$ cat src/rtl/xcr_pkg.sv
package xcr_pkg;

    localparam logic [5:0] MAJOR_OP = 6'b010000;
    localparam logic [4:0] SUB_OP   = 5'b01000;
    localparam int         ADDR_W   = 10;

    typedef enum logic [2:0] {
        BK_CP0 = 3'd0,
        BK_GPR = 3'd1,
        BK_ACC = 3'd2,
        BK_FPR = 3'd3,
        BK_FCR = 3'd4,
        BK_C2D = 3'd5,
        BK_C2C = 3'd6
    } bank_e;

    typedef enum logic [2:0] {
        OC_DATA = 3'd0,
        OC_ONES = 3'd1,
        OC_ZERO = 3'd2,
        OC_RSVD = 3'd3,
        OC_UNUS = 3'd4
    } outcome_e;

    typedef enum logic [1:0] {
        ST_IDLE = 2'd0,
        ST_READ = 2'd1,
        ST_RESP = 2'd2
    } state_e;

    typedef struct packed {
        outcome_e          oc;
        bank_e             bank;
        logic [ADDR_W-1:0] addr;
        logic              hi;
        logic [4:0]        rd;
    } plan_t;

endpackage

$ cat src/rtl/xcr_decode.sv
module xcr_decode
    import xcr_pkg::*;
#(
    parameter int CTX_IDX_W = 4,
    parameter int NUM_CTX   = 6,
    parameter int VPE_W     = 1
) (
    input  logic [31:0]              instr,
    input  logic [CTX_IDX_W-1:0]     target,
    input  logic [CTX_IDX_W-1:0]     top_ctx,
    input  logic [VPE_W-1:0]         issuer_vpe,
    input  logic                     multi_vpe_priv,
    input  logic [NUM_CTX*VPE_W-1:0] ctx_bind,
    input  logic                     cop_en,
    input  logic                     fp_split,
    output plan_t                    plan
);

    logic [5:0] f_major;
    logic [4:0] f_sub, f_rt, f_rd, f_rx;
    logic       f_u, f_h, f_zero;
    logic [2:0] f_sel;

    assign f_major = instr[31:26];
    assign f_sub   = instr[25:21];
    assign f_rt    = instr[20:16];
    assign f_rd    = instr[15:11];
    assign f_rx    = instr[10:6];
    assign f_u     = instr[5];
    assign f_h     = instr[4];
    assign f_zero  = instr[3];
    assign f_sel   = instr[2:0];

    logic foreign;
    logic out_of_range;
    logic acc_ok;

    always_comb begin
        foreign = 1'b0;
        for (int i = 0; i < NUM_CTX; i++) begin
            if (target == CTX_IDX_W'(i) &&
                ctx_bind[i*VPE_W +: VPE_W] != issuer_vpe)
                foreign = 1'b1;
        end
    end

    assign out_of_range = (target > top_ctx) || (int'(target) >= NUM_CTX);
    assign acc_ok       = (f_rt <= 5'd16) && (f_rt[1:0] != 2'b11);

    always_comb begin
        plan.oc   = OC_DATA;
        plan.bank = BK_CP0;
        plan.addr = '0;
        plan.hi   = f_h;
        plan.rd   = f_rd;
        if (f_major != MAJOR_OP || f_sub != SUB_OP || f_zero) begin
            plan.oc = OC_RSVD;
        end else if (!cop_en) begin
            plan.oc = OC_UNUS;
        end else if (!multi_vpe_priv && foreign) begin
            plan.oc = OC_ONES;
        end else if (out_of_range) begin
            plan.oc = OC_ONES;
        end else if (!f_u) begin
            plan.bank = BK_CP0;
            plan.addr = {2'b00, f_rt, f_sel};
        end else begin
            unique case (f_sel)
                3'd0: begin
                    plan.bank = BK_GPR;
                    plan.addr = {5'b0, f_rt};
                end
                3'd1: begin
                    plan.bank = BK_ACC;
                    plan.addr = {5'b0, f_rt};
                    if (!acc_ok) plan.oc = OC_ZERO;
                end
                3'd2: begin
                    plan.bank = BK_FPR;
                    plan.addr = {5'b0, f_rt};
                    if (!fp_split && f_h) plan.oc = OC_ZERO;
                end
                3'd3: begin
                    plan.bank = BK_FCR;
                    plan.addr = {5'b0, f_rt};
                end
                3'd4: begin
                    plan.bank = BK_C2D;
                    plan.addr = {f_rx, f_rt};
                end
                3'd5: begin
                    plan.bank = BK_C2C;
                    plan.addr = {f_rx, f_rt};
                end
                default: plan.oc = OC_ZERO;
            endcase
        end
    end

endmodule

$ cat src/rtl/xcr_fsm.sv
module xcr_fsm
    import xcr_pkg::*;
#(
    parameter int CTX_IDX_W = 4
) (
    input  logic                 clk,
    input  logic                 rst_n,
    input  logic                 req_valid,
    input  plan_t                plan_in,
    input  logic                 tgt_halted,
    input  logic [CTX_IDX_W-1:0] target,
    output logic                 req_ready,
    output logic                 bank_rd_en,
    output logic [CTX_IDX_W-1:0] bank_rd_ctx,
    output logic [2:0]           bank_rd_sel,
    output logic [ADDR_W-1:0]    bank_rd_addr,
    output logic                 resp_valid,
    output logic                 rd_we,
    output logic [4:0]           rd_addr,
    output logic                 resp_undef,
    output logic                 resp_rsvd,
    output logic                 resp_unusable,
    output outcome_e             oc_q,
    output logic                 hi_q
);

    state_e               state, nxt;
    plan_t                plan_q;
    logic [CTX_IDX_W-1:0] ctx_q;
    logic                 needs_read;
    logic                 accept;

    assign needs_read = (plan_in.oc == OC_DATA);
    assign req_ready  = (state == ST_IDLE) && (!needs_read || tgt_halted);
    assign accept     = req_valid && req_ready;

    always_ff @(posedge clk or negedge rst_n) begin
        if (!rst_n) begin
            state  <= ST_IDLE;
            plan_q <= '0;
            ctx_q  <= '0;
        end else begin
            state <= nxt;
            if (accept) begin
                plan_q <= plan_in;
                ctx_q  <= target;
            end
        end
    end

    always_comb begin
        nxt = state;
        unique case (state)
            ST_IDLE: if (accept) nxt = needs_read ? ST_READ : ST_RESP;
            ST_READ: nxt = ST_RESP;
            ST_RESP: nxt = ST_IDLE;
            default: nxt = ST_IDLE;
        endcase
    end

    always_comb begin
        bank_rd_en    = (state == ST_READ);
        bank_rd_ctx   = ctx_q;
        bank_rd_sel   = plan_q.bank;
        bank_rd_addr  = plan_q.addr;
        resp_valid    = (state == ST_RESP);
        rd_we         = 1'b0;
        resp_undef    = 1'b0;
        resp_rsvd     = 1'b0;
        resp_unusable = 1'b0;
        rd_addr       = plan_q.rd;
        oc_q          = plan_q.oc;
        hi_q          = plan_q.hi;
        if (state == ST_RESP) begin
            unique case (plan_q.oc)
                OC_DATA, OC_ONES: rd_we = 1'b1;
                OC_ZERO: begin
                    rd_we      = 1'b1;
                    resp_undef = 1'b1;
                end
                OC_RSVD: resp_rsvd     = 1'b1;
                OC_UNUS: resp_unusable = 1'b1;
                default: rd_we = 1'b0;
            endcase
        end
    end

endmodule

$ cat src/rtl/xcr_result.sv
module xcr_result
    import xcr_pkg::*;
(
    input  outcome_e    oc,
    input  logic        hi,
    input  logic [63:0] word,
    output logic [31:0] data
);

    always_comb begin
        unique case (oc)
            OC_DATA: data = hi ? word[63:32] : word[31:0];
            OC_ONES: data = '1;
            default: data = '0;
        endcase
    end

endmodule

$ cat src/rtl/xctx_read_unit.sv
module xctx_read_unit
    import xcr_pkg::*;
#(
    parameter int CTX_IDX_W = 4,
    parameter int NUM_CTX   = 6,
    parameter int VPE_W     = 1
) (
    input  logic                     clk,
    input  logic                     rst_n,
    input  logic                     req_valid,
    output logic                     req_ready,
    input  logic [31:0]              instr,
    input  logic [CTX_IDX_W-1:0]     ctl_target_ctx,
    input  logic [CTX_IDX_W-1:0]     cfg_top_ctx,
    input  logic [VPE_W-1:0]         issuer_vpe,
    input  logic                     multi_vpe_priv,
    input  logic [NUM_CTX*VPE_W-1:0] ctx_bind,
    input  logic [NUM_CTX-1:0]       ctx_halted,
    input  logic                     cop_en,
    input  logic                     fp_split,
    output logic                     bank_rd_en,
    output logic [CTX_IDX_W-1:0]     bank_rd_ctx,
    output logic [2:0]               bank_rd_sel,
    output logic [ADDR_W-1:0]        bank_rd_addr,
    input  logic [63:0]              bank_rd_data,
    output logic                     resp_valid,
    output logic                     rd_we,
    output logic [4:0]               rd_addr,
    output logic [31:0]              rd_data,
    output logic                     resp_undef,
    output logic                     resp_rsvd,
    output logic                     resp_unusable
);

    plan_t    plan;
    logic     tgt_halted;
    outcome_e oc_q;
    logic     hi_q;

    always_comb begin
        tgt_halted = 1'b0;
        for (int i = 0; i < NUM_CTX; i++) begin
            if (ctl_target_ctx == CTX_IDX_W'(i)) tgt_halted = ctx_halted[i];
        end
    end

    xcr_decode #(
        .CTX_IDX_W(CTX_IDX_W),
        .NUM_CTX  (NUM_CTX),
        .VPE_W    (VPE_W)
    ) decode_i (
        .instr         (instr),
        .target        (ctl_target_ctx),
        .top_ctx       (cfg_top_ctx),
        .issuer_vpe    (issuer_vpe),
        .multi_vpe_priv(multi_vpe_priv),
        .ctx_bind      (ctx_bind),
        .cop_en        (cop_en),
        .fp_split      (fp_split),
        .plan          (plan)
    );

    xcr_fsm #(
        .CTX_IDX_W(CTX_IDX_W)
    ) fsm_i (
        .clk          (clk),
        .rst_n        (rst_n),
        .req_valid    (req_valid),
        .plan_in      (plan),
        .tgt_halted   (tgt_halted),
        .target       (ctl_target_ctx),
        .req_ready    (req_ready),
        .bank_rd_en   (bank_rd_en),
        .bank_rd_ctx  (bank_rd_ctx),
        .bank_rd_sel  (bank_rd_sel),
        .bank_rd_addr (bank_rd_addr),
        .resp_valid   (resp_valid),
        .rd_we        (rd_we),
        .rd_addr      (rd_addr),
        .resp_undef   (resp_undef),
        .resp_rsvd    (resp_rsvd),
        .resp_unusable(resp_unusable),
        .oc_q         (oc_q),
        .hi_q         (hi_q)
    );

    xcr_result result_i (
        .oc  (oc_q),
        .hi  (hi_q),
        .word(bank_rd_data),
        .data(rd_data)
    );

endmodule

$ cat config.mk
export PLATFORM = sky130hd
export DESIGN_NAME = xctx_read_unit
export DESIGN_NICKNAME = d
export VERILOG_FILES = /design/src/rtl/xcr_pkg.sv /design/src/rtl/xcr_decode.sv /design/src/rtl/xcr_fsm.sv /design/src/rtl/xcr_result.sv /design/src/rtl/xctx_read_unit.sv
export SDC_FILE = /design/constraint.sdc
export NUM_CORES = 1
export LEC_CHECK = 0
export ABC_AREA = 1
export BUFFER_PORTS_ARGS = -buffer_cell sky130_fd_sc_hd__buf_4
export CELL_PAD_IN_SITES_DETAIL_PLACEMENT = 1
export CELL_PAD_IN_SITES_GLOBAL_PLACEMENT = 2
export CORE_UTILIZATION = 22
export CTS_CLUSTER_DIAMETER = 60
export DETAILED_ROUTE_END_ITERATION = 12
export PLACE_DENSITY_LB_ADDON = 0.08
export SYNTH_ARGS = -nofsm -noshare
export SYNTH_HDL_FRONTEND = slang
export SYNTH_SLANG_ARGS = --single-unit
$ cat constraint.sdc
create_clock -name clk -period 2.4 [get_ports clk]
set_clock_uncertainty 0.05 [all_clocks]
set_input_delay 0.12 -clock clk [delete_from_list [all_inputs] [get_ports clk]]
set_output_delay 0.12 -clock clk [all_outputs]
set_load 0.02 [all_outputs]
==> PnR_summary.wiki <==
{| class="wikitable"
! Metric !! Value
|-
| Iteration-0 DRC count of the detailed router || 75
|-
| Setup CP Type || register to primary output
|-
| Critical path endpoint category || primary output
|-
| Unique cell type count in the Yosys netlist || 29
|-
| Via count of the first global-routing pass || 3440
|-
| Row cnt || 41
|-
| Count of endpoints failing setup in the final report || 0
|-
| Cells along the critical path || o21ai_0, inv_1, buf_4
|-
| Part of the power in registers || 28.4%
|-
| Floorplan Core Area || 12700 sq um
|-
| Post-CTS Setup Repair Bufs || 0
|-
| Kind of cell with the highest combined delay on the critical path || flip-flops
|-
| Synth Instances || 458
|-
| Portion of the clock cycle consumed by the worst path in the final layout || 80.4%
|-
| Net switching share of the total power || 34.2%
|-
| Die Y-Extent || 117 microns
|-
| Total wirelength of the detailed-routed design || 10800 microns
|-
| Clk Latency, worst-skew pair || 0.26 ns
|-
| Post-Syn Nets || 585
|-
| Cts repair resizes || 0
|-
| Root Buffer Master || sky130_fd_sc_hd__clkbuf_16
|-
| # DRC || 0
|-
| Internal power || 0.00124 W
|-
| Data arrival at the endpoint of the critical path || 1.76 ns
|-
| Worst Path Required || 2.23 ns
|-
| Max-slew headroom || 31.0%
|-
| Smallest hold slack || 0.0530 ns
|-
| Antenna diode count || 0
|-
| Status || finished, final reports clean
|-
| Slew at the pin closest to its max-slew limit || 1.04 ns
|-
| Part of the Yosys area used for sequential elements || 24.1%
|-
| Core Util, Final || 35.3%
|-
| Max clock buf depth || 2
|-
| TritonCTS sink count || 28
|-
| Number of top-level design ports || 184
|-
| Number of flip-flops and latches in the synthesized netlist || 28
|-
| Type of the most critical hold path || input pin to register
|-
| Count of buffering cells on the critical path with inverters included || 2
|-
| Static Leakage || 2.51 nW
|-
| Startpoint kind of the worst setup timing path || register
|-
| Filler cell count || 1726
|-
| Achievable frequency || 518 MHz
|-
| Synthesis-to-layout area growth || 54.7%
|-
| GR Overflow Total || 0
|-
| Setup repair after global routing missed its margin || false
|-
| Fin Setup TNS || 0 ns
|-
| Die outline area || 13700 sq um
|-
| Htree depth || 1
|-
| Pins over their slew limit || 0
|-
| Final count of hold timing violations || 0
|-
| Final #Nets || 748
|-
| Peak supply drop || 274 uV
|-
| CP Max Fanout || 37
|-
| Count of input and output buffers || 183
|-
| Maximum number of pins on one net before global-route repair || 38
|-
| Post-detailed-placement half-perimeter wirelength || 8860 microns
|-
| Initial Util || 22.8%
|-
| Standard cell with the maximum stage delay on the critical path || sky130_fd_sc_hd__dfrtp_1
|-
| Hold buffers post-CTS || 1
|-
| Largest cells by area after synthesis || sky130_fd_sc_hd__dfrtp_1 (24%), sky130_fd_sc_hd__nand2_1 (14%), sky130_fd_sc_hd__mux2_2 (12%)
|-
| GRT Util Overall || 15.6%
|-
| Number of antenna violations at the first check in global routing || 0
|-
| Routed WL per cell || 13.7 microns
|-
| Mapped cell area || 2900 sq um
|-
| Final antenna-violating net count || 0
|-
| Final Wtd Congestion || 0.759
|-
| Yosys warnings || 0
|-
| Wire length of the first global-routing pass || 17000 microns
|-
| Fraction of layout instances using a drive strength above 1 || 38.4%
|-
| Shortest clock period the worst path allows after layout || 1.93 ns
|-
| Relative contribution of the clock network to total power || 26.2%
|-
| Largest stage delay on the critical path || 1.02 ns
|-
| Yosys top cell area share || 24.1%
|-
| PwrDens || 419 nW/um^2
|-
| Clock transition time at the flip-flop clock pins of the worst setup and hold paths || 0.07 ns
|-
| Clock tree from TritonCTS || built
|-
| Vias || 3476
|-
| Net switching power || 0.000643 W
|-
| X dimension of the die || 117 microns
|-
| Mean post-synth cell area || 6.34 sq um
|-
| Vias/cell || 4.39
|-
| Relative contribution of combinational cells to total power || 45.4%
|-
| Cell type with the highest aggregate area in the netlist || sky130_fd_sc_hd__dfrtp_1
|-
| Max capacitance violation total || 0
|-
| TritonCTS buffer count || 3
|-
| Length of the first detailed-routing pass in iterations || 4
|}
==> kinds of logic after synthesis <==
kind of cell	count (synthesis)	share of synthesized area, %
xor+xnor	2	0.604
buf+inv	106	15.1
flops	28	24.1
fa+ha+maj	4	1.72
mux	32	12.4
compound gates	54	10.0
simple gates	232	35.9
==> tightest hold or removal path, stage by stage <==
cell and delay (ns):
sky130_fd_sc_hd__buf_4 0.08, sky130_fd_sc_hd__nand4_1 0.08, sky130_fd_sc_hd__nand2_1 0.07
==> state kept, by name, indices dropped and copies added, names as in the netlist <==
signal / count
fsm_i.state: 2
fsm_i.oc_q: 3
fsm_i.rd_addr: 5
fsm_i.bank_rd_sel: 3
fsm_i.hi_q: 1
fsm_i.bank_rd_ctx: 4
fsm_i.bank_rd_addr: 10
==> path summary, 6_finish.rpt <==
path	from	end	slack (ns)	cells after the start
min in group asynchronous	rst_n	fsm_i.bank_rd_addr[4]	0.26	2
max in group asynchronous	rst_n	fsm_i.oc_q[2]	1.76	2
worst max register to register	fsm_i.state[1]	fsm_i.oc_q[0]	0.80	4
worst min register to register	fsm_i.bank_rd_ctx[1]	fsm_i.bank_rd_ctx[1]	0.42	2
worst min-delay path	instr[12]	fsm_i.rd_addr[1]	0.05	3
worst max-delay path	fsm_i.oc_q[0]	rd_data[27]	0.47	3
==> power by group through the flow <==
stage	logic (W)	clock network [W]	registers, W
floorplan	0.000452	0	0.000546
global placement	0.000860	0	0.000543
detailed placement	0.000868	0	0.000544
CTS	0.000871	0.000503	0.000535
global route	0.000940	0.000517	0.000541
finish	0.000854	0.000493	0.000533
==> cells in the mapped netlist (all sizes together) <==
cell type,n
nand3b,1
xnor2,2
nand3,23
nand2,112
a21oi,4
and2,1
clkbuf,22
or2,1
mux2,32
nor3,2
o211ai,2
a21boi,2
nand4,34
nor2,53
inv,75
ha,4
nor3b,2
nor4,3
o21ai,46
buf,9
dfrtp,28
==> placed cells by master (no fill, tap or decap), types with 3 or more instances in the layout <==
| master | netlist | final |
|---|---|---|
| sky130_fd_sc_hd__buf_4 | 2 | 188 |
| sky130_fd_sc_hd__nor2_1 | 52 | 51 |
| sky130_fd_sc_hd__mux2_2 | 32 | 32 |
| sky130_fd_sc_hd__dfrtp_1 | 28 | 28 |
| sky130_fd_sc_hd__nand3_1 | 22 | 22 |
| sky130_fd_sc_hd__inv_2 | 7 | 7 |
| sky130_fd_sc_hd__a21oi_1 | 3 | 3 |
| sky130_fd_sc_hd__nand2_1 | 111 | 111 |
| sky130_fd_sc_hd__ha_1 | 4 | 4 |
| sky130_fd_sc_hd__o21ai_0 | 46 | 46 |
| sky130_fd_sc_hd__inv_1 | 68 | 68 |
| sky130_fd_sc_hd__nand4_1 | 33 | 33 |
| sky130_fd_sc_hd__nor4_1 | 3 | 3 |
| sky130_fd_sc_hd__clkbuf_16 | 0 | 3 |
==> area by class of cell <==
class / count / area [sq um] / area share, %
clock buffers: 3 / 75.1 / 1.67
well taps: 172 / 215 / 4.79
flip-flops and latches: 28 / 701 / 15.6
multi-input cells: 324 / 1770 / 39.3
clock inverters: 1 / 30.0 / 0.669
repair buffers: 189 / 1420 / 31.7
inverters: 75 / 282 / 6.27
==> stage by stage <==
stage	worst slack [ns]	total power [W]	cell area, sq um	std cells
finish	0.471	0.00188	4490	792
global route	0.215	0.00200	4490	792
CTS	0.409	0.00191	4490	792
detailed placement	0.433	0.00141	4370	787
global placement	0.485	0.00140	4370	787
floorplan	0.762	0.000998	2900	458
==> per-layer routing <==
layer | vias up | track usage, % | wire [microns]
li1 | 1795 | - | -
met1 | 1571 | 19.0 | 4580
met2 | 106 | 29.3 | 5390
met5 | - | 0 | 0
met4 | 0 | 2.53 | 55
met3 | 4 | 2.21 | 786
Note: power is estimated with default switching activity, not from simulation.
